--- src/rtl/ebase_pkg.sv ---
package ebase_pkg;

    // Position of the gate flag and width of the fixed identification field
    localparam int GATE_BIT  = 11;
    localparam int LOW_W     = 11;
    // Top bit of the window that stays writable while the gate is closed
    localparam int WIN_TOP   = 29;

    typedef enum logic {
        RD_WORD = 1'b0,
        RD_FULL = 1'b1
    } rd_fmt_t;

    typedef enum logic {
        GATE_SHUT = 1'b0,
        GATE_OPEN = 1'b1
    } gate_state_t;

    // Control bundle that travels from the gate decision into the merge step
    typedef struct packed {
        logic        strobe;
        gate_state_t gate;
    } wr_ctl_t;

    // Window of bits writable while the gate is closed, optionally with the flag itself
    function automatic logic [63:0] shut_mask(input logic flag_writable);
        logic [63:0] m;
        m = '0;
        for (int b = GATE_BIT; b <= WIN_TOP; b++) begin
            m[b] = 1'b1;
        end
        if (!flag_writable) begin
            m[GATE_BIT] = 1'b0;
        end
        return m;
    endfunction

    // Every bit above the identification field
    function automatic logic [63:0] open_mask();
        logic [63:0] m;
        m = '1;
        m[LOW_W-1:0] = '0;
        return m;
    endfunction

    function automatic logic [63:0] sext_word(input logic [31:0] w);
        return {{32{w[31]}}, w};
    endfunction

endpackage

--- src/rtl/ebase_gate.sv ---
module ebase_gate
    import ebase_pkg::*;
#(
    parameter bit GATE_WRITABLE = 1'b1
) (
    input  logic    stored_flag,
    input  logic    wr_en,
    output wr_ctl_t ctl
);
    // The gate follows the flag already held, never the incoming data
    always_comb begin
        ctl.strobe = wr_en;
        if (GATE_WRITABLE && stored_flag) begin
            ctl.gate = GATE_OPEN;
        end else begin
            ctl.gate = GATE_SHUT;
        end
    end
endmodule

--- src/rtl/ebase_wmerge.sv ---
module ebase_wmerge
    import ebase_pkg::*;
#(
    parameter int DW            = 64,
    parameter bit GATE_WRITABLE = 1'b1
) (
    input  wr_ctl_t       ctl,
    input  logic [DW-1:0] cur,
    input  logic [DW-1:0] wdata,
    output logic [DW-1:0] nxt
);
    localparam logic [63:0] SHUT64 = shut_mask(GATE_WRITABLE);
    localparam logic [63:0] OPEN64 = open_mask();
    localparam logic [DW-1:0] SHUT_M = SHUT64[DW-1:0];
    localparam logic [DW-1:0] OPEN_M = OPEN64[DW-1:0];

    logic [DW-1:0] wmask;

    always_comb begin
        unique case (ctl.gate)
            GATE_OPEN: wmask = OPEN_M;
            default:   wmask = SHUT_M;
        endcase
        if (ctl.strobe) begin
            nxt = (cur & ~wmask) | (wdata & wmask);
        end else begin
            nxt = cur;
        end
    end
endmodule

--- src/rtl/ebase_store.sv ---
module ebase_store
    import ebase_pkg::*;
#(
    parameter int DW = 64
) (
    input  logic             clk,
    input  logic             rst,
    input  logic [LOW_W-1:0] id_bits,
    input  logic [DW-1:0]    nxt,
    output logic [DW-1:0]    q
);
    localparam logic [63:0] RST64 = sext_word(32'h8000_0000);
    localparam logic [DW-1:0] RST_UP = RST64[DW-1:0];

    always_ff @(posedge clk) begin
        if (rst) begin
            q <= {RST_UP[DW-1:LOW_W], id_bits};
        end else begin
            q <= nxt;
        end
    end
endmodule

--- src/rtl/ebase_rdfmt.sv ---
module ebase_rdfmt
    import ebase_pkg::*;
#(
    parameter int DW = 64
) (
    input  logic [DW-1:0] q,
    input  logic          rd_dw,
    output logic [DW-1:0] rd_data
);
    logic [DW-1:0] word_view;
    rd_fmt_t       fmt;

    generate
        if (DW > 32) begin : g_wide
            assign word_view = {{(DW-32){q[31]}}, q[31:0]};
        end else begin : g_narrow
            assign word_view = q;
        end
    endgenerate

    always_comb begin
        fmt = rd_fmt_t'(rd_dw);
        unique case (fmt)
            RD_FULL: rd_data = q;
            default: rd_data = word_view;
        endcase
    end
endmodule

--- src/rtl/ebase_reg.sv ---
module ebase_reg
    import ebase_pkg::*;
#(
    parameter int DW            = 64,
    parameter bit GATE_WRITABLE = 1'b1
) (
    input  logic             clk,
    input  logic             rst,
    input  logic [LOW_W-1:0] id_bits,
    input  logic             wr_en,
    input  logic [DW-1:0]    wr_data,
    input  logic             rd_dw,
    output logic [DW-1:0]    rd_data,
    output logic [DW-1:0]    base_out
);
    localparam bool_ok = (DW == 32) || (DW == 64);

    wr_ctl_t       ctl;
    logic [DW-1:0] cur_q;
    logic [DW-1:0] nxt_d;

    initial begin
        if (!bool_ok) $display("ebase_reg: DW must be 32 or 64");
    end

    ebase_gate #(.GATE_WRITABLE(GATE_WRITABLE)) u_gate (
        .stored_flag (cur_q[GATE_BIT]),
        .wr_en       (wr_en),
        .ctl         (ctl)
    );

    ebase_wmerge #(.DW(DW), .GATE_WRITABLE(GATE_WRITABLE)) u_merge (
        .ctl   (ctl),
        .cur   (cur_q),
        .wdata (wr_data),
        .nxt   (nxt_d)
    );

    ebase_store #(.DW(DW)) u_store (
        .clk     (clk),
        .rst     (rst),
        .id_bits (id_bits),
        .nxt     (nxt_d),
        .q       (cur_q)
    );

    ebase_rdfmt #(.DW(DW)) u_rd (
        .q       (cur_q),
        .rd_dw   (rd_dw),
        .rd_data (rd_data)
    );

    assign base_out = cur_q;
endmodule

--- config.mk ---
export PLATFORM = sky130hd
export DESIGN_NAME = ebase_reg
export DESIGN_NICKNAME = d
export VERILOG_FILES = /design/src/rtl/ebase_pkg.sv /design/src/rtl/ebase_gate.sv /design/src/rtl/ebase_wmerge.sv /design/src/rtl/ebase_store.sv /design/src/rtl/ebase_rdfmt.sv /design/src/rtl/ebase_reg.sv
export SDC_FILE = /design/constraint.sdc
export NUM_CORES = 1
export LEC_CHECK = 0
export BUFFER_PORTS_ARGS = -buffer_cell sky130_fd_sc_hd__buf_2
export CORE_ASPECT_RATIO = 1.25
export CORE_MARGIN = 4
export CORE_UTILIZATION = 44
export DETAILED_ROUTE_END_ITERATION = 12
export PLACE_DENSITY = 0.86
export SETUP_SLACK_MARGIN = 0.3
export SLEW_MARGIN = 15
export SYNTH_ARGS = -nofsm -noshare
export SYNTH_HDL_FRONTEND = slang
export SYNTH_HIERARCHICAL = 1
export SYNTH_SLANG_ARGS = --single-unit
--- constraint.sdc ---
create_clock -name clk -period 1.78 [get_ports clk]
set_input_delay 0.445 -clock clk [delete_from_list [all_inputs] [get_ports clk]]
set_output_delay 0.445 -clock clk [all_outputs]
set_load 0.01 [all_outputs]
---- Word-level counts from Yosys, hierarchy flattened ----
Cells that the tools add are included.
word-level totals
  bits in registers ....................... 64
  bits of input ports ..................... 79
  output and inout port bits .............. 128
  logic and storage cells ................. 12
operators by class
  mux-type cells .......................... 5
  bitwise logic cells ..................... 4
  reductions and logical operators ........ 1
operators with widths
  operator            count
  64-bit AND          2
  64-bit two-way mux  2
  64-bit inverter     1
  64-bit OR           1
  11-bit two-way mux  2
  2-bit nonzero test  1
  1-bit two-way mux   1

---- Logic depth before layout (Yosys ltp) ----
Gate-level depths: netlist of run 1.
  depth in word-level cells ............... 7
  mapped depth ............................ 5
  mapped depth without buffers ............ 3

---- Cells and area by module ----
Netlist of run 1, hierarchy kept.
by module, submodules not included
  module        times used  cells an instance  area an instance (um^2)  seq. area each (um^2)
  ebase_store   1           135                1810.5                   1281.2
  ebase_wmerge  1           70                 870.8                    0.0
  ebase_rdfmt   1           71                 799.5                    0.0
  ebase_gate    1           2                  15.0                     0.0

---- Worst setup path after synthesis of run 1 ----
Ideal clock, no wire load.
  path kind ............................... input -> register
  start point ............................. input port wr_en
  end point ............................... register u_store.q[32]
  setup time .............................. 0.123 ns
  arrival time ............................ 1.398 ns
  required time ........................... 1.657 ns
  path slack .............................. 0.258 ns
  cell stages on the path ................. 5
  buffers on the path ..................... 2
  cells stage by stage .................... buf_4 -> nand2_4 -> buf_6 -> mux2_4 -> or2_2
RTL lines
  what                  line               text
  start, declared       ebase_reg.sv:10    input logic wr_en,
  end signal, assigned  ebase_store.sv:17  q <= {RST_UP[DW-1:LOW_W], id_bits};
  end signal, assigned  ebase_store.sv:19  q <= nxt;
  end, declared         ebase_store.sv:10  output logic [DW-1:0] q

---- Worst setup path in the final report of run 1 ----
  start point ............................. register u_store.q[31]
  end point ............................... output port rd_data[45]
on the way
  word-level cells in the longest chain between the ends .. 1
ends and longest elaborated chain
  what                line               text
  64-bit two-way mux  ebase_rdfmt.sv:23  unique case (fmt)
  end, declared       ebase_reg.sv:13    output logic [DW-1:0] rd_data,
Every way passes these cells.

==> impl_metrics.yaml, run 1 <==
clocking:
  clk_pin_slew_worst_paths_ns: 0.06
  clk_path_buf_depth: 2
  ctsHoldBuffers: 0
  cts_max_level: 3
  post_cts_buffers: 0
  cts_root_buf: "clkbuf_8"
  numCtsBuffers: 9
  clk_latency_ns: 0.32
  cts.sinks: 64
  cts_tree: "done"
routing:
  drtIter0Drc: 56
  wirelength_mm: 7.776
  vias: 2444
  firstDrtPassIters: 4
  remaining_drc_errors: 0
  routed_via_density: 4.629
  detail_route.wl_per_cell_um: 14.73
  ant_nets: 0
setup_path:
  reg2reg_from: "u_store/q[11]"
  end_kind: "output port"
  r2r_setup_slack_ns: 0.36
  crit_required_ns: 1.33
  crit_fanout: 23
  r2r_cells: 4
  r2r_end: "u_store/q[49]"
  path_class: "flop to output port"
  critPathLaunchType: "flop"
  arrival_ns: 1.22
synthesis:
  syn_inst: 278
  syn_area_sq_um: 3496
  syn-num-nets: 357
  synth_warnings: 6
  syn_avg_cell_area_sq_um: 12.58
  synth_top_area_frac: 0.3665
  ys_seq_area_frac: 0.3665
  synth-seq-cells: 64
  synth_cell_type_count: 12
  synth_top_cell_by_area: "dfxtp_1"
  synth.area.top_cells: "dfxtp_1 (37%), mux2_4 (30%), buf_4 (9.7%)"
timing:
  setup_slack_ns: 0.1112
  finalSetupViolations: 0
  period_share: 0.9375
  hold_viol_final: 0
  worstMarginPinSlew_ns: 0.2658
  rsz0062_at_grt: "yes"
  fin_setup_tns_ns: 0
  slew_headroom: 0.8228
  period_needed_ns: 1.669
  timing.fmax_ghz: 0.5992
  finClkSkew_ns: 0.005317
  slew_violations: 0
finish:
  largest-register: "u_store/q"
  n_antenna_cell: 0
  fin_nets: 509
  final_cell_count_no_fill: 528
  top_regs: "u_store/q (64)"
  largest_register_ffs: 64
  drive_above_1_share: 0.7968
  syn2layout_area_growth_pct: 25.98
grt:
  groute.usage.overall: 0.1634
  grt_pass1_wl_mm: 12.03
  first_global_vias: 2509
  overflow: 0
  grt_max_degree: 65
  antenna_found_initial: 0
floorplan:
  die_x_um: 87.73
  rows: 36
  ios: 207
  die_y_um: 107.7
  die_area_sq_um: 9444
  core_area_sq_um: 7792
  start_util: 0.4486
power:
  p_leak_nw: 2.196
  vdd_ir_drop_max_uv: 376.1
  power.density_nw_per_um2: 729.1
place:
  dp_cells: 513
  dp_slack_ns: 0.08952
  gp_congestion: 0.7537
  port_buffers: 195
  dp_hpwl_mm: 5.888
job:
  max_cap_viol_count: 0
worst_hold_path:
  hp-start: "id_bits[6]"
  whs_path_depth: 2
  worst_hold_path.endpoint: "u_store/q[6]"
  hold_path_class: "input pin to flop"
outcome:
  outcome: "completed"
==> what timing repair did <==
item,in CTS,in global routing
resized for setup,7,1
pin swaps,0,0
hold endpoints to repair,0,0
endpoints found under the setup margin,60,34
cloned,1,0
==> layer usage <==
metal / global-route usage / routed length, um / up-vias / part of all wire
met5: 0 / 0 / - / 0
met4: 0.08443 / 144 / 0 / 0.019
met3: 0.03369 / 616 / 11 / 0.079
met2: 0.2958 / 4116 / 116 / 0.53
met1: 0.1740 / 2900 / 1137 / 0.37
li1: - / - / 1180 / -
==> kinds of logic after synthesis <==
group	Yosys count	share of synthesized area
buffers and inverters	64	0.1510
DFF	64	0.3665
and+or+nand+nor	54	0.09807
muxes	96	0.3844
==> critical path: stages, from the launching register on <==
cell and delay [ns]:
dfxtp_2 0.34, buf_12 0.15, mux2_4 0.26, buf_2 0.14
==> final cells by class <==
class / count / area [sq um]
fill: 651 / 3388
clock buffer: 13 / 148.9
timing repair buffer: 205 / 1152
clock inverter: 1 / 5.005
sequential: 64 / 1284
tap: 95 / 118.9
multi-input combinational: 150 / 1695
==> cells in the mapped netlist <==
cell,instances
buf_6,8
buf_4,45
dfxtp_1,64
or2_2,30
buf_2,5
mux2_2,26
or2_1,3
nor2b_1,20
mux2_4,70
clkbuf_2,3
nand2_4,1
buf_12,3
==> cells in the final DEF, fill, tap and decap left out <==
cell type | synthesis | layout
buf_2 | 5 | 194
mux2_4 | 70 | 70
dfxtp_1 | 64 | 62
or2_2 | 30 | 30
mux2_2 | 26 | 26
nor2b_1 | 20 | 20
clkbuf_8 | 0 | 10
buf_12 | 3 | 6
clkbuf_1 | 0 | 3
buf_4 | 45 | 3
or2_1 | 3 | 3
dfxtp_2 | 0 | 2
clkinv_2 | 0 | 1
buf_16 | 0 | 1
buf_6 | 8 | 1
nand2_8 | 0 | 1
==> worst max path at each step <==
stage                  startpoint       endpoint  cells past startpoint
floorplan                   wr_en  u_store/q[32]                      5
finish              u_store/q[31]    rd_data[45]                      3
CTS                 u_store/q[31]    rd_data[55]                      3
global placement            rd_dw    rd_data[43]                      4
detailed placement          rd_dw    rd_data[39]                      4
global route        u_store/q[31]    rd_data[54]                      3
==> through the flow <==
stage               hold WS [ns]  area [sq um]  utilization  total power [mW]
floorplan                 0.5879          3520            -             2.084
global placement          0.4808          4202       0.5392             2.206
detailed placement        0.4870          4202       0.5392             2.225
CTS                       0.3178          4399       0.5645             3.272
global route              0.3253          4404       0.5652             3.385
finish                    0.3452          4404       0.5652             3.211
==> where the power goes <==
group          switching, mW  total (mW)  leakage [nW]  internal [mW]
Sequential            0.0554        1.56         0.527           1.51
Clock                  0.485        1.01        0.0794          0.527
Combinational          0.264       0.634          1.59          0.371
Total                  0.804        3.21          2.20           2.41
No activity file was read; power rests on OpenSTA's default activity.
==> inputs of run 2 (changes only) <==
Settings changed: BUFFER_PORTS_ARGS -buffer_cell sky130_fd_sc_hd__buf_2 to default, CORE_ASPECT_RATIO 1.25 to 1.5, CORE_UTILIZATION 44 to 60, DONT_BUFFER_PORTS from default to 1, PLACE_DENSITY 0.86 to 0.76.
==> run 2 against run 1 <==
  * Wire length fell by 18%
  * Count of clock-buffer cells in the layout fell by 1
  * Global-route usage up 0.54 points
  * Largest cell class unchanged
  * Sequential power is 5% higher
  * Utilization rose by 3.2 points
  * Largest power group unchanged
  * Hold slack got worse by 0.16 ns
  * Critical path depth decreased by 1
  * Highest routed layer unchanged
==> impl_metrics.yaml, run 2 (synthesized netlist as in run 1, its figures left out) <==
clocking:
  cts_max_level: 3
  numCtsBuffers: 9
  clk_pin_slew_worst_paths_ns: 0.07
  clk_path_buf_depth: 2
  ctsHoldBuffers: 0
  cts_tree: "done"
  cts.sinks: 64
  clk_latency_ns: 0.32
  cts_root_buf: "clkbuf_8"
grt:
  grt_max_degree: 65
  groute.usage.overall: 0.1687
  use_met3: 0.07249
  use_met2: 0.2922
  grt_busiest_layer: "met2"
  grt_use_met1: 0.1771
  overflow: 0
  first_global_vias: 1765
  grt_pass1_wl_mm: 9.342
  antenna_found_initial: 0
finish:
  fillers: 449
  final_common_cell: "mux2_4"
  fin_nets: 309
  final_cell_mix: "mux2_4 (70), dfxtp_1 (62), or2_2 (30), mux2_2 (26), nor2b_1 (20)"
  n_antenna_cell: 0
  postLayoutCoreUtil: 0.5975
  largest-register: "u_store/q"
  syn2layout_area_growth_pct: -4.725
  final_cell_count_no_fill: 304
  largest_register_ffs: 64
  top_regs: "u_store/q (64)"
  drive_above_1_share: 0.6282
  final_area_sq_um: 3331
setup_path:
  crit_fanout: 19
  path_class: "flop to output port"
  critPathLaunchType: "flop"
  cp_top_family: "flip-flops"
  slowest_delay_ns: 0.37
  path_buf_inv: 1
  crit_slowest_cell: "dfxtp_4"
  crit_required_ns: 1.33
  arrival_ns: 1.16
  end_kind: "output port"
  crit_chain: "buf_12, mux2_4"
power:
  vdd_ir_drop_max_uv: 548.9
  power.density_nw_per_um2: 930.0
  p_total_mw: 3.098
  p_leak_nw: 1.453
timing:
  hold_viol_final: 0
  worst_hold_slack_ns: 0.1882
  timing.fmax_ghz: 0.6250
  finClkSkew_ns: 0.004371
  fin_setup_tns_ns: 0
  slew_headroom: 0.7685
  rsz0062_at_grt: "yes"
  setup_slack_ns: 0.1799
  worstMarginPinSlew_ns: 0.3469
  slew_violations: 0
  period_share: 0.8989
  finalSetupViolations: 0
  period_needed_ns: 1.600
place:
  placed_cell_area_sq_um: 3092
  dp_cells: 286
  gp_congestion: 0.7260
  dp_hpwl_mm: 4.208
  dp_slack_ns: 0.3171
  port_buffers: 0
floorplan:
  die_area_sq_um: 7137
  start_util: 0.6272
  rows: 33
  ios: 207
  core_area_sq_um: 5574
  die_x_um: 70.33
  die_y_um: 101.5
routing:
  routed_via_density: 5.569
  firstDrtPassIters: 4
  ant_nets: 0
  wirelength_mm: 6.354
  vias: 1693
  detail_route.wl_per_cell_um: 20.90
  drtIter0Drc: 91
  remaining_drc_errors: 0
outcome:
  outcome: "completed"
worst_hold_path:
  hold_path_class: "input pin to flop"
job:
  max_cap_viol_count: 0
## run 2: final cells by class
class                      count  area [sq um]  area share
timing repair buffer           4         62.56     0.01878
clock inverter                 3         42.54     0.01277
multi-input combinational    151          1707      0.5124
sequential                    64          1286      0.3862
clock buffer                  12         145.1     0.04358
tap                           70         87.58     0.02630
## run 2: repair_timing
item,CTS,global route
gates cloned,1,1
resized for setup,3,1
pin swaps,0,1
setup endpoints to repair,31,62
buffers inserted,1,0
## run 2: layer usage
layer	part of all wire	up-vias
met5	0	-
met4	0.011	0
met3	0.11	7
met2	0.52	119
met1	0.35	789
li1	-	778
## run 2: final timing paths
check                     start       endpoint  slack [ns]  depth (start not counted)
setup / recovery  u_store/q[31]    rd_data[39]        0.18                          2
hold / removal              rst  u_store/q[11]        0.19                          1
setup reg to reg  u_store/q[11]  u_store/q[39]        0.36                          3
hold reg to reg    u_store/q[3]   u_store/q[3]        0.67                          1
## run 2: power breakdown
part / switching, mW / leakage, nW / internal (mW)
combinational: 0.0757 / 0.833 / 0.202
sequential: 0.136 / 0.527 / 1.51
clock: 0.500 / 0.0925 / 0.676
